==> src/rtl/spt_pkg.sv <==
package spt_pkg;

  localparam int BYTE_BITS   = 8;
  localparam int FRAME_BYTES = 4;
  localparam int FRAME_BITS  = BYTE_BITS * FRAME_BYTES;
  localparam int CNT_W       = $clog2(FRAME_BITS);

  localparam logic [7:0] CTRL_PREFIX = 8'hAC;
  localparam logic [7:0] ENABLE_KEY  = 8'h53;
  localparam logic [7:0] PROG_RD_PAT = 8'h20;
  localparam logic [7:0] PROG_WR_PAT = 8'h40;
  localparam logic [7:0] HI_SEL_MASK = 8'hF7;
  localparam logic [7:0] DATA_RD_OPC = 8'hA0;
  localparam logic [7:0] DATA_WR_OPC = 8'hC0;
  localparam logic [7:0] LOCK_RD_OPC = 8'h58;
  localparam logic [7:0] SIG_RD_OPC  = 8'h30;

  typedef enum logic [2:0] {
    OP_PROG_RD = 3'd0,
    OP_PROG_WR = 3'd1,
    OP_DATA_RD = 3'd2,
    OP_DATA_WR = 3'd3,
    OP_ERASE   = 3'd4,
    OP_LOCK_WR = 3'd5,
    OP_SIG_RD  = 3'd6
  } mem_op_e;

  typedef enum logic [3:0] {
    K_NONE,
    K_ENABLE,
    K_ERASE,
    K_LOCK_WR,
    K_PROG_RD,
    K_PROG_WR,
    K_DATA_RD,
    K_DATA_WR,
    K_LOCK_RD,
    K_SIG_RD
  } cmd_e;

  function automatic cmd_e classify(input logic [7:0] first, input logic [7:0] second);
    cmd_e k;
    k = K_NONE;
    if (first == CTRL_PREFIX) begin
      if (second == ENABLE_KEY)                         k = K_ENABLE;
      else if (second[7:5] == 3'b100)                   k = K_ERASE;
      else if (second[7:3] == 5'b11111 && second[0])    k = K_LOCK_WR;
    end else if ((first & HI_SEL_MASK) == PROG_RD_PAT)  k = K_PROG_RD;
    else if ((first & HI_SEL_MASK) == PROG_WR_PAT)      k = K_PROG_WR;
    else if (first == DATA_RD_OPC)                      k = K_DATA_RD;
    else if (first == DATA_WR_OPC)                      k = K_DATA_WR;
    else if (first == LOCK_RD_OPC)                      k = K_LOCK_RD;
    else if (first == SIG_RD_OPC)                       k = K_SIG_RD;
    return k;
  endfunction

endpackage

==> src/rtl/spt_sync.sv <==
module spt_sync #(
  parameter int SYNC_STAGES = 2
) (
  input  logic clk,
  input  logic rst_n,
  input  logic sck,
  input  logic mosi,
  input  logic prog_sel_n,
  output logic sck_rise,
  output logic sck_fall,
  output logic mosi_s,
  output logic idle
);

  localparam int LANES = 3;

  logic [SYNC_STAGES-1:0][LANES-1:0] stage;
  logic [LANES-1:0] last;
  logic sck_s;
  logic sck_prev;

  always_ff @(posedge clk or negedge rst_n) begin
    if (!rst_n) begin
      stage    <= {SYNC_STAGES{3'b100}};
      sck_prev <= 1'b0;
    end else begin
      stage    <= {stage[SYNC_STAGES-2:0], {prog_sel_n, mosi, sck}};
      sck_prev <= sck_s;
    end
  end

  assign last     = stage[SYNC_STAGES-1];
  assign sck_s    = last[0];
  assign mosi_s   = last[1];
  assign idle     = last[2];
  assign sck_rise = sck_s & ~sck_prev;
  assign sck_fall = ~sck_s & sck_prev;

endmodule

==> src/rtl/spt_shift.sv <==
module spt_shift
  import spt_pkg::*;
(
  input  logic             clk,
  input  logic             rst_n,
  input  logic             idle,
  input  logic             sck_rise,
  input  logic             sck_fall,
  input  logic             mosi_s,
  input  logic             tx_load,
  input  logic [7:0]       tx_byte,
  output logic             byte_vld,
  output logic [1:0]       byte_idx,
  output logic [7:0]       byte_val,
  output logic [CNT_W-1:0] bit_cnt,
  output logic             miso
);

  logic [7:0] rx_sh;
  logic [7:0] tx_sh;

  assign byte_vld = sck_rise && !idle && (bit_cnt[2:0] == 3'd7);
  assign byte_idx = bit_cnt[CNT_W-1:3];
  assign byte_val = {rx_sh[6:0], mosi_s};

  always_ff @(posedge clk or negedge rst_n) begin
    if (!rst_n) begin
      rx_sh   <= '0;
      tx_sh   <= '0;
      bit_cnt <= '0;
      miso    <= 1'b0;
    end else if (idle) begin
      rx_sh   <= '0;
      tx_sh   <= '0;
      bit_cnt <= '0;
      miso    <= 1'b0;
    end else begin
      if (sck_rise) begin
        rx_sh   <= byte_val;
        bit_cnt <= bit_cnt + 1'b1;
      end
      if (tx_load) begin
        if (sck_fall) begin
          miso  <= tx_byte[7];
          tx_sh <= {tx_byte[6:0], 1'b0};
        end else begin
          tx_sh <= tx_byte;
        end
      end else if (sck_fall) begin
        miso  <= tx_sh[7];
        tx_sh <= {tx_sh[6:0], 1'b0};
      end
    end
  end

endmodule

==> src/rtl/spt_decode.sv <==
module spt_decode
  import spt_pkg::*;
#(
  parameter int PROG_AW = 10,
  parameter int DATA_AW = 7,
  parameter int SIG_AW  = 2
) (
  input  logic               clk,
  input  logic               rst_n,
  input  logic               idle,
  input  logic               byte_vld,
  input  logic [1:0]         byte_idx,
  input  logic [7:0]         byte_val,
  input  logic [1:0]         lock_state_n,
  input  logic               serial_en_fuse_n,
  input  logic               req_ready,
  input  logic               rsp_valid,
  input  logic [7:0]         rsp_data,
  output logic               tx_load,
  output logic [7:0]         tx_byte,
  output logic               req_valid,
  output logic [2:0]         req_op,
  output logic [PROG_AW-1:0] req_addr,
  output logic               req_hi,
  output logic [7:0]         req_wdata,
  output logic               enabled
);

  logic [7:0] hdr0, hdr1, hdr2;
  cmd_e       cmd;
  logic [15:0] rd_word, wr_word;
  logic       issue, issue_rd, set_en, busy, accept, rd_wait;
  mem_op_e    nx_op;
  logic [PROG_AW-1:0] nx_addr;
  logic       nx_hi;
  logic [7:0] nx_wd;

  assign cmd     = classify(hdr0, hdr1);
  assign rd_word = {hdr1, byte_val};
  assign wr_word = {hdr1, hdr2};
  assign busy    = req_valid && !req_ready;
  assign accept  = issue && !busy;

  always_comb begin
    tx_load  = 1'b0;
    tx_byte  = '0;
    issue    = 1'b0;
    issue_rd = 1'b0;
    set_en   = 1'b0;
    nx_op    = OP_PROG_RD;
    nx_addr  = '0;
    nx_hi    = 1'b0;
    nx_wd    = '0;
    if (byte_vld) begin
      case (byte_idx)
        2'd1: begin
          if (hdr0 == CTRL_PREFIX && byte_val == ENABLE_KEY) begin
            tx_load = 1'b1;
            tx_byte = ENABLE_KEY;
          end
        end
        2'd2: begin
          if (enabled) begin
            case (cmd)
              K_PROG_RD: begin
                issue    = 1'b1;
                issue_rd = 1'b1;
                nx_op    = OP_PROG_RD;
                nx_addr  = rd_word[PROG_AW-1:0];
                nx_hi    = hdr0[3];
              end
              K_DATA_RD: begin
                issue    = 1'b1;
                issue_rd = 1'b1;
                nx_op    = OP_DATA_RD;
                nx_addr[DATA_AW-1:0] = byte_val[DATA_AW-1:0];
              end
              K_LOCK_RD: begin
                tx_load = 1'b1;
                tx_byte = {lock_state_n[0], lock_state_n[1], serial_en_fuse_n, 5'b0};
              end
              K_SIG_RD: begin
                if (lock_state_n == 2'b00) begin
                  tx_load = 1'b1;
                  tx_byte = 8'h00;
                end else begin
                  issue    = 1'b1;
                  issue_rd = 1'b1;
                  nx_op    = OP_SIG_RD;
                  nx_addr[SIG_AW-1:0] = byte_val[SIG_AW-1:0];
                end
              end
              default: ;
            endcase
          end
        end
        2'd3: begin
          if (cmd == K_ENABLE) set_en = 1'b1;
          if (enabled) begin
            case (cmd)
              K_ERASE: begin
                issue = 1'b1;
                nx_op = OP_ERASE;
              end
              K_PROG_WR: begin
                issue   = 1'b1;
                nx_op   = OP_PROG_WR;
                nx_addr = wr_word[PROG_AW-1:0];
                nx_hi   = hdr0[3];
                nx_wd   = byte_val;
              end
              K_DATA_WR: begin
                issue = 1'b1;
                nx_op = OP_DATA_WR;
                nx_addr[DATA_AW-1:0] = hdr2[DATA_AW-1:0];
                nx_wd = byte_val;
              end
              K_LOCK_WR: begin
                issue = 1'b1;
                nx_op = OP_LOCK_WR;
                nx_wd = hdr1;
              end
              default: ;
            endcase
          end
        end
        default: ;
      endcase
    end else if (rsp_valid && rd_wait) begin
      tx_load = 1'b1;
      tx_byte = rsp_data;
    end
  end

  always_ff @(posedge clk or negedge rst_n) begin
    if (!rst_n) begin
      hdr0    <= '0;
      hdr1    <= '0;
      hdr2    <= '0;
      enabled <= 1'b0;
      rd_wait <= 1'b0;
    end else if (idle) begin
      hdr0    <= '0;
      hdr1    <= '0;
      hdr2    <= '0;
      enabled <= 1'b0;
      rd_wait <= 1'b0;
    end else begin
      if (byte_vld) begin
        case (byte_idx)
          2'd0:    hdr0 <= byte_val;
          2'd1:    hdr1 <= byte_val;
          2'd2:    hdr2 <= byte_val;
          default: ;
        endcase
      end
      if (set_en) enabled <= 1'b1;
      if (accept && issue_rd) rd_wait <= 1'b1;
      else if (rsp_valid)     rd_wait <= 1'b0;
    end
  end

  always_ff @(posedge clk or negedge rst_n) begin
    if (!rst_n) begin
      req_valid <= 1'b0;
      req_op    <= '0;
      req_addr  <= '0;
      req_hi    <= 1'b0;
      req_wdata <= '0;
    end else begin
      if (req_valid && req_ready) req_valid <= 1'b0;
      if (accept) begin
        req_valid <= 1'b1;
        req_op    <= nx_op;
        req_addr  <= nx_addr;
        req_hi    <= nx_hi;
        req_wdata <= nx_wd;
      end
    end
  end

endmodule

==> src/rtl/spt_target.sv <==
module spt_target
  import spt_pkg::*;
#(
  parameter int PROG_AW     = 10,
  parameter int DATA_AW     = 7,
  parameter int SIG_AW      = 2,
  parameter int SYNC_STAGES = 2
) (
  input  logic               clk,
  input  logic               rst_n,
  input  logic               prog_sel_n,
  input  logic               sck,
  input  logic               mosi,
  output logic               miso,
  input  logic [1:0]         lock_state_n,
  input  logic               serial_en_fuse_n,
  output logic               req_valid,
  input  logic               req_ready,
  output logic [2:0]         req_op,
  output logic [PROG_AW-1:0] req_addr,
  output logic               req_hi,
  output logic [7:0]         req_wdata,
  input  logic               rsp_valid,
  input  logic [7:0]         rsp_data
);

  logic             sck_rise, sck_fall, mosi_s, idle;
  logic             byte_vld;
  logic [1:0]       byte_idx;
  logic [7:0]       byte_val;
  logic [CNT_W-1:0] bit_cnt;
  logic             tx_load;
  logic [7:0]       tx_byte;
  logic             enabled;

  spt_sync #(.SYNC_STAGES(SYNC_STAGES)) u_io (
    .clk        (clk),
    .rst_n      (rst_n),
    .sck        (sck),
    .mosi       (mosi),
    .prog_sel_n (prog_sel_n),
    .sck_rise   (sck_rise),
    .sck_fall   (sck_fall),
    .mosi_s     (mosi_s),
    .idle       (idle)
  );

  spt_shift u_shift (
    .clk      (clk),
    .rst_n    (rst_n),
    .idle     (idle),
    .sck_rise (sck_rise),
    .sck_fall (sck_fall),
    .mosi_s   (mosi_s),
    .tx_load  (tx_load),
    .tx_byte  (tx_byte),
    .byte_vld (byte_vld),
    .byte_idx (byte_idx),
    .byte_val (byte_val),
    .bit_cnt  (bit_cnt),
    .miso     (miso)
  );

  spt_decode #(
    .PROG_AW (PROG_AW),
    .DATA_AW (DATA_AW),
    .SIG_AW  (SIG_AW)
  ) u_dec (
    .clk              (clk),
    .rst_n            (rst_n),
    .idle             (idle),
    .byte_vld         (byte_vld),
    .byte_idx         (byte_idx),
    .byte_val         (byte_val),
    .lock_state_n     (lock_state_n),
    .serial_en_fuse_n (serial_en_fuse_n),
    .req_ready        (req_ready),
    .rsp_valid        (rsp_valid),
    .rsp_data         (rsp_data),
    .tx_load          (tx_load),
    .tx_byte          (tx_byte),
    .req_valid        (req_valid),
    .req_op           (req_op),
    .req_addr         (req_addr),
    .req_hi           (req_hi),
    .req_wdata        (req_wdata),
    .enabled          (enabled)
  );

endmodule

==> config.mk <==
export PLATFORM = sky130hd
export DESIGN_NAME = spt_target
export DESIGN_NICKNAME = d
export VERILOG_FILES = /design/src/rtl/spt_pkg.sv /design/src/rtl/spt_sync.sv /design/src/rtl/spt_shift.sv /design/src/rtl/spt_decode.sv /design/src/rtl/spt_target.sv
export SDC_FILE = /design/constraint.sdc
export NUM_CORES = 1
export LEC_CHECK = 0
export BUFFER_PORTS_ARGS = -buffer_cell sky130_fd_sc_hd__buf_2
export CORE_UTILIZATION = 55
export DETAILED_ROUTE_END_ITERATION = 8
export PLACE_DENSITY = 0.75
export SETUP_SLACK_MARGIN = 0.3
export SYNTH_ARGS = -nofsm -noshare
export SYNTH_HDL_FRONTEND = slang
export SYNTH_HIERARCHICAL = 1
export SYNTH_SLANG_ARGS = --single-unit
==> constraint.sdc <==
create_clock -name clk -period 3.35 [get_ports clk]
set_clock_uncertainty 0.15 [all_clocks]
set_input_delay 0.1675 -clock clk [delete_from_list [all_inputs] [get_ports clk]]
set_output_delay 0.1675 -clock clk [all_outputs]
set_load 0.03 [all_outputs]
==> summary.md <==
| Metric | Value |
|---|---|
| Outcome | completed |
| Setup crit end | u_dec/req_wdata[7] |
| DR vias/cell | 5.82 |
| Sw Pwr | roughly 400 µW |
| Post-route ant nets | 0 |
| Synth warn | 6 |
| DRC Markers | 0 |
| Data required time of the worst path | 3.43 ns |
| Hold slack | roughly 0.096 ns |
| Least-Margin Pin Slew | 0.942 ns |
| CTS clk-pin slew, worst paths | 0.08 ns |
| First-pass GRT wire length | 15600 µm |
| Leakage | 2.09 nW |
| Maximum clock path buffer count | 2 |
| Crit path launch | u_dec/hdr0[4] |
| Netlist cell types | 61 |
| Setup_tns | 0 ns |
| Reg-to-reg startpoint | u_dec/hdr0[4] |
| Port Buffers | between 40 and 50 |
| Drt pass-1 iters | 5 |
| FF-to-FF path depth | 6 |
| Comb power frac | 3.7% |
| Clock Latency Late Sink | about 0.35 ns |
| Wire per inst | between 15 and 20 µm |
| Switching share of power | 22.5% |
| Mapped cell area | 0.00422 mm² |
| Vias post-DR | 3277 |
| Setup crit start kind | flop |
| Critical Path End Type | flop |
| Synthesized net count | 437 |
| Die height | 89.6 µm |
| Die ar. | 0.00803 mm² |
| CP max stage cell | or4_1 |
| Delay-heaviest family, CP | simple AND/OR/NAND/NOR gates |
| Power Density | 373 mW/mm² |
| Initial DRC count | 329 |
| Root Buffer | clkbuf_8 |
| Routing usage on met2 | a little over two fifths |
| Max-slew violations | 0 |
| Final period util | a little under nine tenths |
| Max VDD drop | 0.000370 V |
| Die X | 89.6 µm |
| Core Area | 0.00733 mm² |
| H-tree Lvls | 3 |
| N_diodes | 0 |
| Max_cap viols | 0 |
| Top Ports | 42 |
| TritonCTS clock tree | yes |
| Vias in the first global route | 3237 |
| Final setup vio count | 0 |
| CP max stage delay | 0.72 ns |
| Rows | 31 |
| Asr flop ratio synth | 100% |
| Pin count of the biggest net entering global routing | 78 |
| Final wirelength | 9350 µm |
| GR peak layer | met2 |
| Largest fanout on the critical path | 21 |
| Area delta synth->final | 13.8% |
| M1 GR Usage | a little over a third |
| RePlAce Congestion | 0.899 |
| Post-synth EDFFs | 0 |
| Sequential power share | between 50% and 60% |
| Synth Register Bits | 77 |
| Met3 Track Usage GR | 6.22% |
| Hold Vio Cnt, Final | 0 |
| Worst-path cell chain | or4_1 > o311a_1 > nor4_4 > a211oi_4 > buf_12 > mux2_1 |
| Min-Delay Path Class | in -> reg |
| Cells after Synth | between 400 and 500 |
| Initial core utilization | 57.6% |
| Seq/Total Area, Yosys | 45.7% |
| Crit path DAT | 2.95 ns |
| Layout cells sized above 1 | 22.8% |
| Top_reg_cell synth | dfrtp_1 |
| WP depth | 6 |
| CP bufs+invs | 1 |
| CP Class | reg -> reg |
| Antenna violations before repair | 0 |
| Peak Freq | 348 MHz |
| HPWL after DPL | roughly 6500 µm |
| CTS Buf Count | 9 |
| Reg2Reg Capture Point | u_dec/req_wdata[7] |
| Fin nets | around 480 |
| Mean Syn Cell Area | 10.2 µm² |
| Clock power frac | between 40% and 50% |
| Internal power | 1.39 mW |
| RSZ-0062 raised after global routing | no |
| Fillers | 576 |
| Headroom to the max-slew limit | 37.2% |
| Final min period | 2.87 ns |
| R2R Setup Slk | around 0.48 ns |
| CTS Sinks | 77 |
| GRT overflow | 0 |
| GRT Overall Usage | 26.3% |
-- registers in the layout, indices dropped and copies added (netlist names), 5 cells and up --
register         flops
u_dec/hdr0           8
u_dec/hdr2           8
u_dec/req_addr      10
u_shift/bit_cnt      5
u_shift/rx_sh        7
u_dec/hdr1           8
u_shift/tx_sh        8
u_dec/req_wdata      8
-- kinds of logic after synthesis --
group | share of synthesized area [%]
AO/OA/AOI/OAI | 13.8
XOR/XNOR | 0.415
adder cells (fa/ha/maj) | 1.78
buffers and inverters | 4.54
flip-flops | 45.7
multiplexers | 14.9
AND/OR/NAND/NOR | 18.7
-- worst min-delay path by stage --
stage,slack (ns),cells past startpoint,to,startpoint
global placement,0.13,1,u_io/stage[1],mosi
global route,0.11,3,u_dec/req_valid,req_ready
floorplan,-0.28,0,u_dec/enabled,rst_n
finish,0.1,4,u_shift/tx_sh[7],rsp_data[7]
CTS,0.09,4,u_shift/tx_sh[7],rsp_data[7]
detailed placement,0.12,1,u_io/stage[2],prog_sel_n
-- final cells by class --
type | count | area, µm² | share of cell area [%]
multi-input combinational | 302 | 2110 | 44.0
sequential | 77 | 1930 | 40.2
timing repair buffer | 62 | 390 | 8.13
clock buffer | 10 | 128 | 2.66
tap | 99 | 124 | 2.58
clock inverter | 6 | 93.8 | 1.95
inverter | 7 | 26.3 | 0.547
-- power groups by stage --
stage                     registers (mW)  logic [mW]  clock network, mW
after global placement             0.963      0.0623                  0
after global routing               0.945      0.0743              0.843
after floorplan                    0.961      0.0329                  0
final                              0.944      0.0660              0.780
after detailed placement           0.963      0.0635                  0
after CTS                          0.944      0.0681              0.798
-- placed cells by master, fill, tap and decap left out, types with 5 or more instances in the layout --
cell           Yosys  layout
nand2b_1           5       5
o21ai_0            6       6
nand4_1            5       5
dlygate4sd3_1      0       5
nand3_1           27      27
inv_1              7       7
buf_4              6      16
ha_1               6       5
nor2b_1            8       8
nor3_1             5       5
clkbuf_8           0       9
nor2_1            24      23
a21oi_1           36      36
mux2i_1           33      33
nand2_1           63      62
o22ai_1            8       8
buf_2              3      40
mux2_4            17      17
dfrtp_1           75      75
-- metal layers --
layer | part of all wire [%] | vias up
met5 | 0 | -
met1 | 43 | 1577
met3 | 5.6 | 18
met4 | 2.2 | 0
met2 | 49 | 115
li1 | - | 1567
-- metrics by stage --
| stage | cell area [µm²] | cells | power [mW] | setup WS, ns | utilization, % |
|---|---|---|---|---|---|
| after global routing | 4800 | 563 | 1.86 | 0.301 | 65.5 |
| after CTS | 4770 | 560 | 1.81 | 0.328 | 65.1 |
| final | 4800 | 563 | 1.79 | 0.475 | 65.5 |
| after detailed placement | 4500 | 539 | 1.03 | 0.233 | 61.4 |
| after floorplan | 4220 | 413 | 0.994 | 0.556 | - |
| after global placement | 4500 | 539 | 1.02 | 0.378 | 61.4 |
-- cells in the mapped netlist (all sizes together) (3+ instances only) --
library cell	count	share of area [%]
a32oi	3	0.62
nor2b	8	1.2
nand3	27	3.2
nand4	5	0.74
ha	6	1.8
nor3	5	0.59
inv	7	0.62
a2111oi	3	1.5
mux2	21	7.1
a21oi	36	4.3
clkbuf	10	0.89
nand2	63	5.6
o21ai	6	0.71
and2	3	0.44
a211oi	4	1.1
and4	3	0.62
dfrtp	75	44
nor4	3	0.80
mux2i	33	7.8
nand2b	5	0.74
o22ai	8	1.2
buf	17	3.0
nor2	24	2.1
-- worst min-delay path, delay by kind of cell --
family | cells | cell delay, ns
AOI/OAI and AO/OA | 2 | 0.24
buffers and inverters | 1 | 0.07
muxes | 1 | 0.07
-- what timing repair did --
item,4_1_cts,5_1_grt
endpoints found under the setup margin,18,30
endpoints found under the hold margin,79,0
buffers inserted,0,3
cloned,0,0
resized for setup,1,4
pin swaps,0,1
hold buffers,5,0
(Power assumes the default switching activity.)
